File: src/rtl/boot_seq_pkg.sv
package boot_seq_pkg;

   typedef enum logic [3:0] {
      ST_PWR_WAIT = 4'd0,
      ST_SIG_RD   = 4'd1,
      ST_SIG_GAP  = 4'd2,
      ST_CFG_RD   = 4'd3,
      ST_CFG_WR   = 4'd4,
      ST_LP_WAIT  = 4'd5,
      ST_PMU_WR   = 4'd6,
      ST_IRQ_WAIT = 4'd7,
      ST_READY    = 4'd8,
      ST_FAIL     = 4'd9
   } boot_state_t;

   localparam logic [1:0] FUNC_BUS = 2'd0;

endpackage

File: src/rtl/boot_counter.sv
module boot_counter #(
   parameter int unsigned W = 8
) (
   input  logic         clk,
   input  logic         rst_n,
   input  logic         clr,
   input  logic         inc,
   output logic [W-1:0] cnt
);
   generate
      if (W < 1) begin : g_bad_w
         $error("boot_counter: W must be at least 1");
      end
   endgenerate

   always_ff @(posedge clk) begin
      if (!rst_n)   cnt <= '0;
      else if (clr) cnt <= '0;
      else if (inc) cnt <= cnt + 1'b1;
   end
endmodule

File: src/rtl/boot_cmd_gen.sv
module boot_cmd_gen
   import boot_seq_pkg::*;
#(
   parameter int unsigned ADDR_W    = 17,
   parameter int unsigned DATA_W    = 32,
   parameter int unsigned SIG_ADDR  = 32'h14,
   parameter int unsigned CFG_ADDR  = 32'h0,
   parameter int unsigned PMU_FUNC  = 1,
   parameter int unsigned PMU_ADDR  = 32'h1_0000,
   parameter logic [DATA_W-1:0] XTAL_CODE = '0,
   parameter int unsigned WAKE_BIT  = 7
) (
   input  boot_state_t       state,
   input  logic [DATA_W-1:0] cfg_word,
   output logic              valid,
   output logic              write,
   output logic [1:0]        func,
   output logic [ADDR_W-1:0] addr,
   output logic [DATA_W-1:0] wdata
);
   localparam logic [DATA_W-1:0] WAKE_MASK = DATA_W'(1) << WAKE_BIT;

   generate
      if (WAKE_BIT >= DATA_W) begin : g_bad_wake
         $error("boot_cmd_gen: WAKE_BIT outside data word");
      end
      if (PMU_FUNC > 3) begin : g_bad_func
         $error("boot_cmd_gen: PMU_FUNC needs more than 2 bits");
      end
   endgenerate

   always_comb begin
      valid = 1'b0;
      write = 1'b0;
      func  = FUNC_BUS;
      addr  = '0;
      wdata = '0;
      case (state)
         ST_SIG_RD: begin
            valid = 1'b1;
            addr  = ADDR_W'(SIG_ADDR);
         end
         ST_CFG_RD: begin
            valid = 1'b1;
            addr  = ADDR_W'(CFG_ADDR);
         end
         ST_CFG_WR: begin
            valid = 1'b1;
            write = 1'b1;
            addr  = ADDR_W'(CFG_ADDR);
            wdata = cfg_word | WAKE_MASK;
         end
         ST_PMU_WR: begin
            valid = 1'b1;
            write = 1'b1;
            func  = 2'(PMU_FUNC);
            addr  = ADDR_W'(PMU_ADDR);
            wdata = XTAL_CODE;
         end
         default: ;
      endcase
   end
endmodule

File: src/rtl/wlan_boot_seq.sv
module wlan_boot_seq
   import boot_seq_pkg::*;
#(
   parameter int unsigned ADDR_W         = 17,
   parameter int unsigned DATA_W         = 32,
   parameter int unsigned CLK_HZ         = 125_000_000,
   parameter int unsigned DELAY_MS       = 50,
   parameter logic [DATA_W-1:0] SIG_VALUE = 32'hFEED_BEAD,
   parameter int unsigned SIG_ADDR       = 32'h14,
   parameter int unsigned SIG_TRIES      = 64,
   parameter int unsigned SIG_GAP_CYC    = 1000,
   parameter int unsigned WAKE_BIT       = 7,
   parameter int unsigned PMU_FUNC       = 1,
   parameter int unsigned PMU_ADDR       = 32'h1_0000,
   parameter logic [DATA_W-1:0] XTAL_CODE = 32'h0000_0064,
   parameter int unsigned LPCLK_WAIT_CYC = 1_250_000,
   parameter int unsigned IRQ_WAIT_CYC   = 1_250_000
) (
   input  logic              clk,
   input  logic              rst_n,
   output logic              cmd_valid,
   output logic              cmd_write,
   output logic [1:0]        cmd_func,
   output logic [ADDR_W-1:0] cmd_addr,
   output logic [DATA_W-1:0] cmd_wdata,
   input  logic              cmd_done,
   input  logic [DATA_W-1:0] cmd_rdata,
   input  logic              lpclk_avail,
   input  logic              chip_active,
   output logic              ready,
   output logic              error
);
   localparam int unsigned DELAY_CYC = (CLK_HZ / 1000) * DELAY_MS;
   localparam int unsigned MAX_AB    = (DELAY_CYC > SIG_GAP_CYC) ? DELAY_CYC : SIG_GAP_CYC;
   localparam int unsigned MAX_CD    = (LPCLK_WAIT_CYC > IRQ_WAIT_CYC) ? LPCLK_WAIT_CYC : IRQ_WAIT_CYC;
   localparam int unsigned CYC_MAX   = (MAX_AB > MAX_CD) ? MAX_AB : MAX_CD;
   localparam int unsigned CW        = $clog2(CYC_MAX + 1);
   localparam int unsigned RW        = $clog2(SIG_TRIES + 1);

   generate
      if (DELAY_CYC < 1) begin : g_bad_delay
         $error("wlan_boot_seq: power-up delay rounds to zero cycles");
      end
      if (SIG_TRIES < 1) begin : g_bad_tries
         $error("wlan_boot_seq: SIG_TRIES must be at least 1");
      end
      if (LPCLK_WAIT_CYC < 1 || IRQ_WAIT_CYC < 1) begin : g_bad_wait
         $error("wlan_boot_seq: wait limits must be at least 1");
      end
      if (ADDR_W < 8 || DATA_W < 8) begin : g_bad_width
         $error("wlan_boot_seq: address and data need at least 8 bits");
      end
   endgenerate

   boot_state_t       state_q, state_nx;
   logic [CW-1:0]     cyc_cnt;
   logic [RW-1:0]     try_cnt;
   logic [DATA_W-1:0] cfg_q;
   logic              sig_hit, sig_miss, gap_over;

   assign sig_hit  = (state_q == ST_SIG_RD) && cmd_done && (cmd_rdata == SIG_VALUE);
   assign sig_miss = (state_q == ST_SIG_RD) && cmd_done && (cmd_rdata != SIG_VALUE);

   boot_counter #(.W(CW)) u_cyc_cnt (
      .clk   (clk),
      .rst_n (rst_n),
      .clr   (state_nx != state_q),
      .inc   ((state_q != ST_READY) && (state_q != ST_FAIL)),
      .cnt   (cyc_cnt)
   );

   boot_counter #(.W(RW)) u_try_cnt (
      .clk   (clk),
      .rst_n (rst_n),
      .clr   (state_q == ST_PWR_WAIT),
      .inc   (sig_miss),
      .cnt   (try_cnt)
   );

   generate
      if (SIG_GAP_CYC == 0) begin : g_no_gap
         assign gap_over = 1'b1;
      end else begin : g_gap
         assign gap_over = (cyc_cnt == CW'(SIG_GAP_CYC - 1));
      end
   endgenerate

   always_comb begin
      state_nx = state_q;
      case (state_q)
         ST_PWR_WAIT:
            if (cyc_cnt == CW'(DELAY_CYC - 1)) state_nx = ST_SIG_RD;
         ST_SIG_RD:
            if (sig_hit) state_nx = ST_CFG_RD;
            else if (sig_miss)
               state_nx = (try_cnt == RW'(SIG_TRIES - 1)) ? ST_FAIL : ST_SIG_GAP;
         ST_SIG_GAP:
            if (gap_over) state_nx = ST_SIG_RD;
         ST_CFG_RD:
            if (cmd_done) state_nx = ST_CFG_WR;
         ST_CFG_WR:
            if (cmd_done) state_nx = ST_LP_WAIT;
         ST_LP_WAIT:
            if (lpclk_avail) state_nx = ST_PMU_WR;
            else if (cyc_cnt == CW'(LPCLK_WAIT_CYC - 1)) state_nx = ST_FAIL;
         ST_PMU_WR:
            if (cmd_done) state_nx = ST_IRQ_WAIT;
         ST_IRQ_WAIT:
            if (chip_active) state_nx = ST_READY;
            else if (cyc_cnt == CW'(IRQ_WAIT_CYC - 1)) state_nx = ST_FAIL;
         ST_READY: state_nx = ST_READY;
         default:  state_nx = ST_FAIL;
      endcase
   end

   always_ff @(posedge clk) begin
      if (!rst_n) begin
         state_q <= ST_PWR_WAIT;
         cfg_q   <= '0;
      end else begin
         state_q <= state_nx;
         if ((state_q == ST_CFG_RD) && cmd_done) cfg_q <= cmd_rdata;
      end
   end

   boot_cmd_gen #(
      .ADDR_W    (ADDR_W),
      .DATA_W    (DATA_W),
      .SIG_ADDR  (SIG_ADDR),
      .CFG_ADDR  (0),
      .PMU_FUNC  (PMU_FUNC),
      .PMU_ADDR  (PMU_ADDR),
      .XTAL_CODE (XTAL_CODE),
      .WAKE_BIT  (WAKE_BIT)
   ) u_cmd_gen (
      .state    (state_q),
      .cfg_word (cfg_q),
      .valid    (cmd_valid),
      .write    (cmd_write),
      .func     (cmd_func),
      .addr     (cmd_addr),
      .wdata    (cmd_wdata)
   );

   assign ready = (state_q == ST_READY);
   assign error = (state_q == ST_FAIL);
endmodule

File: config.mk
export PLATFORM = sky130hd
export DESIGN_NAME = wlan_boot_seq
export DESIGN_NICKNAME = d
export VERILOG_FILES = /design/src/rtl/boot_seq_pkg.sv /design/src/rtl/boot_counter.sv /design/src/rtl/boot_cmd_gen.sv /design/src/rtl/wlan_boot_seq.sv
export SDC_FILE = /design/constraint.sdc
export NUM_CORES = 1
export LEC_CHECK = 0
export ABC_AREA = 1
export BUFFER_PORTS_ARGS = -buffer_cell sky130_fd_sc_hd__buf_2
export CORE_AREA = 2 2 87 89
export DETAILED_ROUTE_END_ITERATION = 8
export DIE_AREA = 0 0 89 91
export PLACE_DENSITY = 0.81
export SETUP_SLACK_MARGIN = 0.02
export SYNTH_ARGS = -nofsm -noshare
export SYNTH_HDL_FRONTEND = slang
export SYNTH_SLANG_ARGS = --single-unit
File: constraint.sdc
create_clock -name clk -period 2.15 [get_ports clk]
set_input_delay 0.3225 -clock clk [delete_from_list [all_inputs] [get_ports clk]]
set_output_delay 0.3225 -clock clk [all_outputs]
set_load 0.01 [all_outputs]
==> summary.md, run 1 <==
| Metric | Value |
|---|---|
| Routed WL | 8660 um |
| Max Used Layer | met4 |
| Commonest non-fill, non-tap cell in the layout | nand2_1 |
| Antenna Nets Post-Route | 0 |
| Fillcell total | 658 |
| H-tree depth | 3 |
| Number of remaining DRC errors | 0 |
| Worst path top cell family by delay | simple AND/OR/NAND/NOR gates |
| M1 WL | 3840 um |
| Initial antenna violation count | 0 |
| Startpoint types | flop |
| RePlAce Congestion | 0.995 |
| Core area | 7140 um2 |
| Max-slew violations | 0 |
| Syn Std Cell Area | 3720 um2 |
| Critical path class | flop to flop |
| GRT Overall Usage | 21.8% |
| Die width | 89 um |
| Peak VDD IR | 0.435 mV |
| Inserted Diodes | 0 |
| GRT overflow | 0 |
| Rows | 31 |
| Post-CTS setup buffer count | 0 |
| Pleak | 1.99 nW |
| Post-Layout Cell Count | 735 |
| Top Ports | 92 |
| Hpwl dp | 6310 um |
| Syn_area_per_cell | 6.68 um2 |
| CTS buffer count | 9 |
| CP Cell Sequence | ha_4, nand2_1, inv_2, nand2_1, nor2_2, nand3_1, nand2_1, nand3_1, nor2_2, nor2_1, nor2_4, nand3_4, nor2_2 |
| Largest stage delay on the critical path | 0.37 ns |
| Fin nets | 670 |
| Hold_ws | 0.278 ns |
| PwrDens | 591 nW/um2 |
| Die ar. | 8100 um2 |
| Gate power share | 5.0% |
| Vias in the first global route | 3341 |
| Sequential share of power | 46.4% |
| First-pass GRT wire length | 14300 um |
| Met3 WL post-DR | 485 um |
| Reported max-cap violation count | 0 |
| Vias per cell | 4.86 |
| Hold Violations, Final | 0 |
| Met2 wire len | 4210 um |
| Synth warn | 0 |
| Min Tclk post-route | 1.98 ns |
| Slowest CP cell | dfxtp_2 |
| Status | finished clean |
| Largest net degree at the start of global routing | 63 |
| DR WL/cell | 11.8 um |
| Crit path capture type | flop |
| Netlist cell types | 37 |
| Fmax achieved | 504 MHz |
| WP buf/inv | 1 |
| Net Switching | 0.000587 W |
| CTS clk-pin slew, worst paths | 0.08 ns |
| TritonCTS clock tree | yes |
| Layout area overhead | 19.1% |
| Clock share of power | 48.6% |
| Initial DRC Count | 157 |
| Critical Path RT | 2.43 ns |
| Commonest cells after routing, fill and taps aside | nand2_1, nor2_1, inv_1 |
| Worst EP arrival | 2.27 ns |
| Port bufs | 76 |
| Clk_lat worst skew | 0.34 ns |
| Post-CTS resize count | 0 |
| Synth Instances | 557 |
| Final setup vio count | 0 |
| Via Count | 3569 |
| Internal power | 0.00203 W |
| Initial core utilization | 52.2% |
| Placed cell area | 4090 um2 |
| Final Instance Area | 4430 um2 |
| Post-synthesis register bit count | 65 |
| Placed Cells | 716 |
| Cts-stage hold buffer count | 0 |
| Layout cell share with drive strength beyond 1 | 25.9% |
| Period utilization | 92.2% |
| Clock root buffer | clkbuf_8 |
| Sequential element share of the synthesized area | 35.0% |
| Total clock sinks | 65 |
| Maximum root-to-sink buffer count | 2 |
| Worst-case clock skew | 0.0164 ns |
| Crit Path Max Fanout | 6 |
| Pre-antenna DRT Iters | 5 |
| Sw Ratio | 22.4% |
| Die height | 91 um |
| Worst min-delay path class | input pin to flop |
## worst reg2reg max path: stages, from the launching register on
cell	delay [ns]
dfxtp_2	0.37
ha_4	0.15
nand2_1	0.06
inv_2	0.09
nand2_1	0.06
nor2_2	0.12
nand3_1	0.09
nand2_1	0.07
nand3_1	0.08
nor2_2	0.16
nor2_1	0.09
nor2_4	0.26
nand3_4	0.20
nor2_2	0.14
## cell usage after synthesis (all sizes together)
cell,instances,share of area [%]
nand3,23,3.8
a21boi,1,0.20
nand4,8,1.8
nor4,1,0.17
nand3b,1,0.20
nor3,12,2.5
conb,1,0.10
mux2i,1,0.27
buf,24,4.7
inv,89,9.0
xnor2,5,1.2
clkinv,2,0.20
or2,2,0.34
nor2,119,14
xor2,15,3.5
clkbuf,9,0.91
o21ai,40,5.4
nand2,93,9.8
ha,2,0.67
a21oi,44,6.0
dfxtp,65,35
## final timing paths
| check | from | end | slack, ns | depth (start not counted) |
|---|---|---|---|---|
| worst max-delay path | u_cyc_cnt.cnt[1] | u_cyc_cnt.cnt[8] | 0.17 | 13 |
| worst min-delay path | cmd_rdata[24] | cfg_q[24] | 0.28 | 3 |
| worst max register to register | u_cyc_cnt.cnt[1] | u_cyc_cnt.cnt[8] | 0.17 | 13 |
| worst min register to register | cfg_q[26] | cfg_q[26] | 0.45 | 2 |
## cells by family (layout without fill, tap and decap cells)
| family | after synthesis | count (layout) | share of synthesized area (%) |
|---|---|---|---|
| XOR/XNOR | 20 | 20 | 4.71 |
| other | 1 | 15 | 0.101 |
| multiplexers | 1 | 1 | 0.269 |
| adder cells (fa/ha/maj) | 2 | 2 | 0.672 |
| AND/OR/NAND/NOR | 259 | 262 | 32.8 |
| AO/OA/AOI/OAI | 85 | 85 | 11.6 |
| buffers and inverters | 124 | 186 | 14.9 |
| flip-flops | 65 | 65 | 35.0 |
## metrics by stage
| step | power [W] | setup WS (ns) | util, % | setup TNS (ns) |
|---|---|---|---|---|
| floorplan | 0.00133 | 0.433 | - | 0 |
| global placement | 0.00136 | 0.153 | 57.3 | 0 |
| detailed placement | 0.00136 | 0.0765 | 57.3 | 0 |
| CTS | 0.00262 | 0.0532 | 60.7 | 0 |
| global route | 0.00271 | -0.00424 | 62.1 | -0.00551 |
| finish | 0.00262 | 0.167 | 62.1 | 0 |
## sequential cells by signal, indices dropped and copies added, names as in the netlist
name / cells
u_cyc_cnt.cnt: 23
state_q: 4
cfg_q: 31
u_try_cnt.cnt: 7
## power groups by stage
stage,Combinational [W],Sequential (W),Clock [W]
detailed placement,0.000121,0.00124,0
global placement,0.000118,0.00124,0
floorplan,0.0000932,0.00124,0
global route,0.000151,0.00122,0.00134
finish,0.000132,0.00121,0.00127
CTS,0.000122,0.00121,0.00129
## layer usage
layer / vias to the layer above / global-route usage (%)
met5: - / 0
met4: 0 / 6.59
met3: 16 / 5.09
met2: 110 / 36.5
met1: 1595 / 27.4
li1: 1848 / -
## area by class of cell
cell class                      count  area, um2  share of cell area, %
Clock inverter                      7        118                   2.65
Sequential cell                    65       1310                   29.6
Clock buffer                        9        124                   2.79
Inverter                           91        347                   7.82
Tap cell                           99        124                   2.79
Timing Repair Buffer               79        403                   9.09
Multi-Input combinational cell    385       2010                   45.2
Note: power is estimated with default switching activity, not from simulation.
==> inputs of run 2 (changes only) <==
--- a/config.mk
+++ b/config.mk
@@ -7,9 +7,9 @@
 export LEC_CHECK = 0
 export ABC_AREA = 1
 export BUFFER_PORTS_ARGS = -buffer_cell sky130_fd_sc_hd__buf_2
-export CORE_AREA = 2 2 87 89
+export CORE_AREA = 3 3 88 90
 export DETAILED_ROUTE_END_ITERATION = 8
-export DIE_AREA = 0 0 89 91
+export DIE_AREA = 0 0 91 93
 export PLACE_DENSITY = 0.81
 export SETUP_SLACK_MARGIN = 0.02
 export SYNTH_ARGS = -nofsm -noshare
==> run 2 against run 1 <==
Net effect: setup slack got worse by 0.034 ns; routed wire length up 1.8%; core utilization down 0.14 points; clock power fell by 13%; flip-flop and latch count unchanged; sequential power barely moved; non-clock buffer count up 1; critical path depth is 3 lower; final area is 0.23% lower; via count grew 1.2%; clock skew about the same; maximum frequency decreased by 1.7%; critical path type unchanged; critical endpoint is now u_cyc_cnt.cnt[18].
==> summary.md, run 2 (synthesis gave the netlist of run 1 again) <==
| Metric | Value |
|---|---|
| Vias in the first global route | 3272 |
| Die height | 93 um |
| Status | finished clean |
| Hold Violations, Final | 0 |
| First-pass GRT wire length | 14200 um |
| RePlAce Congestion | 0.954 |
| Footprint of the multi-input gates | 2020 um2 |
| Hold path startpoint | cmd_rdata[19] |
| Max-slew violations | 0 |
| CTS clk-pin slew, worst paths | 0.09 ns |
| Critical Path RT | 2.38 ns |
| Hpwl dp | 6300 um |
| Cts-stage hold buffer count | 0 |
| Clk_lat worst skew | 0.35 ns |
| Reg2reg end | u_cyc_cnt.cnt[18] |
| Fmax achieved | 496 MHz |
| Pleak | 1.98 nW |
| Worst-case clock skew | 0.0167 ns |
| Startpoint types | flop |
| Initial core utilization | 52.2% |
| Layout cell share with drive strength beyond 1 | 26.7% |
| Min Tclk post-route | 2.02 ns |
| Reg2reg start | u_cyc_cnt.cnt[10] |
| Initial antenna violation count | 0 |
| Peak VDD IR | 0.427 mV |
| Largest regs | cfg_q: 31 flops, u_cyc_cnt.cnt: 23 flops, u_try_cnt.cnt: 7 flops |
| Hold_ws | 0.261 ns |
| Critical path class | flop to flop |
| CTS buffer count | 9 |
| Crit path capture type | flop |
| Top Ports | 92 |
| Reported max-cap violation count | 0 |
| Worst r2r path cells | 10 |
| PwrDens | 554 nW/um2 |
| Fin nets | 671 |
| Inserted Diodes | 0 |
| DR WL/cell | 12.0 um |
| Fillcell total | 668 |
| Hold depth | 3 |
| Final setup vio count | 0 |
| CP Cell Sequence | nor2_1, nand2_1, nor2_1, nand3_2, nand2_1, nand3_1, nor2_2, nand2_1, nand3_4, nor2_2 |
| Crit Path Max Fanout | 6 |
| Die ar. | 8460 um2 |
| Commonest non-fill, non-tap cell in the layout | nand2_1 |
| Worst Hold End | cfg_q[19] |
| Total clock sinks | 65 |
| Vias per cell | 4.91 |
| RSZ-0062 raised after global routing | true |
| TritonCTS clock tree | yes |
| CP most frequent cell | nand2_1 |
| Register with the most flip-flops | cfg_q |
| Layout area overhead | 18.8% |
| Max-slew headroom | 66.3% |
| Largest net degree at the start of global routing | 63 |
| Worst EP arrival | 2.25 ns |
| GRT Overall Usage | 20.4% |
| Total power | 0.00245 W |
| Routed WL | 8810 um |
| Register area | 1320 um2 |
| Worst Max-Slew Pin Slew | 0.505 ns |
| Clock root buffer | clkbuf_8 |
| Commonest cells after routing, fill and taps aside | nand2_1, inv_1, nor2_1 |
| Number of remaining DRC errors | 0 |
| Largest stage delay on the critical path | 0.35 ns |
| Period utilization | 93.8% |
| Initial DRC Count | 148 |
| Via Count | 3611 |
| Worst min-delay path class | input pin to flop |
| Die width | 91 um |
| Flop2flop setup slack | 0.13 ns |
| Rows | 31 |
| H-tree depth | 3 |
| Pre-antenna DRT Iters | 5 |
| Core area | 7140 um2 |
| Largest register FFs | 31 |
| Slowest CP cell | dfxtp_1 |
| GRT overflow | 0 |
| Maximum root-to-sink buffer count | 2 |
| Antenna Nets Post-Route | 0 |
| Port bufs | 76 |
run 2: cell types whose count changed in the layout (fill, tap and decap cells not counted), sizes merged:
cell      previous run  this run
bufinv               3         1
clkinv               5         3
inv                 90        93
buf                 79        80
clkinvlp             0         1
run 2: routing by layer:
layer	part of all wire, %	vias to the layer above	track usage [%]
met2	47	116	34.9
met3	6.6	20	5.87
li1	-	1851	-
met4	2.6	0	6.41
met5	0	-	0
met1	43	1624	24.7
run 2: per-stage QoR:
step | setup slack (ns) | cells | util, % | setup TNS (ns) | cell area [um2]
global route | -0.0150 | 736 | 62.0 | -0.105 | 4420
floorplan | 0.433 | 571 | - | 0 | 3770
detailed placement | 0.00774 | 716 | 57.3 | 0 | 4090
CTS | 0.0151 | 732 | 60.3 | 0 | 4310
finish | 0.133 | 736 | 62.0 | 0 | 4420
global placement | 0.136 | 716 | 57.3 | 0 | 4090
run 2: what timing repair did:
item / 4_1_cts / 5_1_grt
setup endpoints to repair: 4 / 51
pin swaps: 1 / 4
setup buffers: 0 / 1
hold endpoints to repair: 0 / 0
resized for setup: 2 / 26
cloned: 0 / 3
run 2: cell type report:
cell class	instances	area share [%]
Inverter	91	7.84
Multi-Input combinational cell	385	45.6
Sequential cell	65	29.8
Tap cell	99	2.80
Clock inverter	7	1.90
Clock buffer	9	2.80
Timing Repair Buffer	80	9.28
run 2: critical path, delay by kind of cell (launching register included):
family,cells,cell delay (ns)
flops,1,0.35
simple gates,10,1.55
run 2: how the worst max path moves through the flow:
stage / startpoint / to / slack (ns) / cells after the start
after global routing: u_cyc_cnt.cnt[6] / u_cyc_cnt.cnt[10] / -0.01 / 12
after floorplan: u_cyc_cnt.cnt[1] / u_cyc_cnt.cnt[20] / 0.43 / 14
final: u_cyc_cnt.cnt[10] / u_cyc_cnt.cnt[18] / 0.13 / 10
after CTS: u_cyc_cnt.cnt[1] / u_cyc_cnt.cnt[20] / 0.02 / 13
after global placement: state_q[1] / u_cyc_cnt.cnt[10] / 0.14 / 12
after detailed placement: u_cyc_cnt.cnt[1] / u_cyc_cnt.cnt[7] / 0.008 / 13
run 2: power breakdown:
group	internal (W)	switching, W	total, W
combinational	0.0000509	0.0000811	0.000132
sequential	0.00121	0.00000613	0.00121
clock	0.000557	0.000546	0.00110
total	0.00182	0.000633	0.00245
==> inputs of run 3 (changes only) <==
--- a/config.mk
+++ b/config.mk
@@ -5,11 +5,13 @@
 export SDC_FILE = /design/constraint.sdc
 export NUM_CORES = 1
 export LEC_CHECK = 0
-export ABC_AREA = 1
+export ABC_AREA = 0
 export BUFFER_PORTS_ARGS = -buffer_cell sky130_fd_sc_hd__buf_2
-export CORE_AREA = 3 3 88 90
+export CAP_MARGIN = 20
+export CORE_AREA = 3 3 87 89
+export CTS_CLUSTER_SIZE = 16
 export DETAILED_ROUTE_END_ITERATION = 8
-export DIE_AREA = 0 0 91 93
+export DIE_AREA = 0 0 90 92
 export PLACE_DENSITY = 0.81
 export SETUP_SLACK_MARGIN = 0.02
 export SYNTH_ARGS = -nofsm -noshare
==> run 3 against run 2 <==
Net effect: the flow now finishes with violations (negative setup slack); power increased by 1.9%; register-to-register slack got worse by 0.50 ns; sequential power about the same; critical path depth decreased by 2; maximum frequency decreased by 20%; final area increased by 7.0%; flip-flop and latch count unchanged; sequential share of layout area decreased by 2.1 points; synthesized area decreased by 3.6%; first-iteration DRC count increased by 77%; clock power about the same; non-clock buffer count increased by 59.
==> summary.md, run 3 <==
| Metric | Value |
|---|---|
| Status | finished, violations left |
| Failing checks | negative setup slack |
| Largest family of logic cells by synthesized area | simple AND/OR/NAND/NOR gates |
| Crit path capture type | flop |
| Die height | 92 um |
| RePlAce Congestion | 0.873 |
| WP buf/inv | 1 |
| Top Ports | 92 |
| Post-Layout Cell Count | 688 |
| Top cells by area, synth | dfxtp_1, nand2_1, a21boi_0 |
| Clock root buffer | clkbuf_8 |
| Synth top area share | 36.3% |
| Syn_area_per_cell | 7.65 um2 |
| Hpwl dp | 6790 um |
| Synth warn | 0 |
| Antenna Nets Post-Route | 0 |
| Worst setup margin | -0.362 ns |
| GRT overflow | 0 |
| Slowest CP cell | or4_4 |
| Inserted Diodes | 0 |
| Maximum root-to-sink buffer count | 2 |
| Largest net degree at the start of global routing | 37 |
| Fmax achieved | 398 MHz |
| Compound-Gate Fraction of Synth Area | 11.6% |
| Worst min-delay path class | input pin to flop |
| Netlist cell types | 49 |
| Worst-case clock skew | 0.00894 ns |
| Routed WL | 9580 um |
| Worst path top cell family by delay | simple AND/OR/NAND/NOR gates |
| DR WL/cell | 13.9 um |
| Yosys top cell by area | dfxtp_1 |
| Vias in the first global route | 3427 |
| Fin nets | 627 |
| Initial antenna violation count | 0 |
| Peak VDD IR | 0.279 mV |
| Via Count | 3659 |
| PwrDens | 527 nW/um2 |
| Post-synthesis register bit count | 65 |
| RSZ-0062 raised after global routing | true |
| Largest register FFs | 31 |
| Fillcell total | 518 |
| Pleak | 1.99 nW |
| Reported max-cap violation count | 0 |
| Synth Instances | 469 |
| CTS clk-pin slew, worst paths | 0.07 ns |
| Hold path startpoint | cmd_rdata[24] |
| Rows | 30 |
| Synth Area in Adders | 0.697% |
| Die width | 90 um |
| Max-slew violations | 0 |
| Top FF cell, synth | dfxtp_1 |
| Initial core utilization | 52.5% |
| Largest stage delay on the critical path | 0.52 ns |
| Layout cell share with drive strength beyond 1 | 29.6% |
| Die ar. | 8280 um2 |
| Register with the most flip-flops | cfg_q |
| Worst EP arrival | 2.74 ns |
| Most common cell in the netlist | nand2_1 |
| Crit Path Max Fanout | 23 |
| Number of flops mapped to enable cells by yosys | 0 |
| Placed Cells | 670 |
| Commonest non-fill, non-tap cell in the layout | nand2_1 |
| Number of remaining DRC errors | 0 |
| Port bufs | 76 |
| Critical path origin | u_cyc_cnt.cnt[12] |
| H-tree depth | 3 |
| Sequential element share of the synthesized area | 36.3% |
| Post-synth top cells | nand2_1, dfxtp_1, nor2_1 |
| TritonCTS clock tree | yes |
| Critical path class | flop to flop |
| Pre-antenna DRT Iters | 5 |
| Mux cell area share after synthesis | 0.558% |
| Hold Violations, Final | 0 |
| Layout area overhead | 31.8% |
| Hold_ws | 0.245 ns |
| XOR/XNOR Fraction of Synth Area | 7.08% |
| CTS buffer count | 9 |
| Period utilization | 117% |
| Clk_lat worst skew | 0.34 ns |
| Critical Path RT | 2.38 ns |
| Min Tclk post-route | 2.51 ns |
| Initial DRC Count | 262 |
| Syn Std Cell Area | 3590 um2 |
| Startpoint types | flop |
| Commonest cells after routing, fill and taps aside | nand2_1, buf_2, dfxtp_1 |
| Vias per cell | 5.32 |
| Core area | 6830 um2 |
| Synth Area in Simple Gates | 36.1% |
| Total clock sinks | 65 |
| Final setup vio count | 23 |
| Largest regs | cfg_q: 31 flops, u_cyc_cnt.cnt: 23 flops, u_try_cnt.cnt: 7 flops |
| Ys async rst share | 0% |
| Reg2reg start | u_cyc_cnt.cnt[12] |
| GRT Overall Usage | 22.8% |
| CP Cell Sequence | nor4_1, nand3b_1, or4_4, o31a_1, or4b_1, o211ai_2, buf_12, nor3b_1 |
| First-pass GRT wire length | 15500 um |
==> run 3: changes by cell type in the layout (fill, tap and decap cells not counted), sizes merged, moves of 31 or more <==
cell    before  now
o21ai       40    3
buf         80  138
nor2       119   58
inv         93    6
a21boi       1   32
and2         0   32
a21oi       44    7
==> run 3: cell type report <==
type	count	area (um2)	share of cell area (%)
Timing Repair Buffer	139	915	19.3
Sequential cell	65	1310	27.7
Multi-Input combinational cell	367	2150	45.4
Clock buffer	10	138	2.91
Clock inverter	5	80.1	1.69
Inverter	6	22.5	0.476
Tap cell	96	120	2.54
==> run 3: worst paths after layout <==
kind                 endpoint  slack, ns  cells after the start
max          u_cyc_cnt.cnt[1]      -0.36                      8
min                 cfg_q[24]       0.24                      3
max reg2reg  u_cyc_cnt.cnt[1]      -0.36                      8
min reg2reg         cfg_q[21]       0.46                      2
==> run 3: stage by stage <==
step / util, % / power (W) / worst slack [ns] / TNS (ns) / area [um2]
finish: 69.2 / 0.00249 / -0.362 / -7.86 / 4730
CTS: 68.4 / 0.00252 / -0.350 / -7.46 / 4670
floorplan: - / 0.00132 / -0.253 / -5.44 / 3660
detailed placement: 64.4 / 0.00138 / -0.367 / -7.92 / 4400
global route: 69.2 / 0.00257 / -0.492 / -10.87 / 4730
global placement: 64.4 / 0.00138 / -0.282 / -6.29 / 4400
==> run 3: logic make-up after synthesis <==
| group | count (synthesis) |
|---|---|
| and+or+nand+nor | 262 |
| DFF | 65 |
| AOI/OAI and AO/OA | 57 |
| buffers and inverters | 51 |
| xor gates and xnor gates | 29 |
| adders and majority gates | 2 |
| muxes | 2 |
| other | 1 |
==> run 3: metal layers <==
layer,GRT usage (%),routed length (um)
met1,26.2,3890
met5,0,0
met4,11.7,262
met2,39.3,4800
met3,5.33,624
==> run 3: where the power goes <==
part	internal, W	switching (W)	leakage, nW
Combinational	0.0000736	0.0000733	1.36
Clock	0.000675	0.000458	0.104
Sequential	0.00121	0.00000490	0.526
==> run 3: worst min-delay path: stages <==
cell	delay [ns]
buf_2	0.11
nand2_1	0.04
a21boi_0	0.06
==> run 3: repair_timing <==
| item | 4_1_cts | 5_1_grt |
|---|---|---|
| endpoints found under the hold margin | 0 | 0 |
| gates cloned | 1 | 1 |
| setup endpoints to repair | 52 | 54 |
| pin swaps | 0 | 2 |
| resized for setup | 10 | 9 |
| setup buffers | 0 | 1 |
| hold buffers | 0 | 0 |
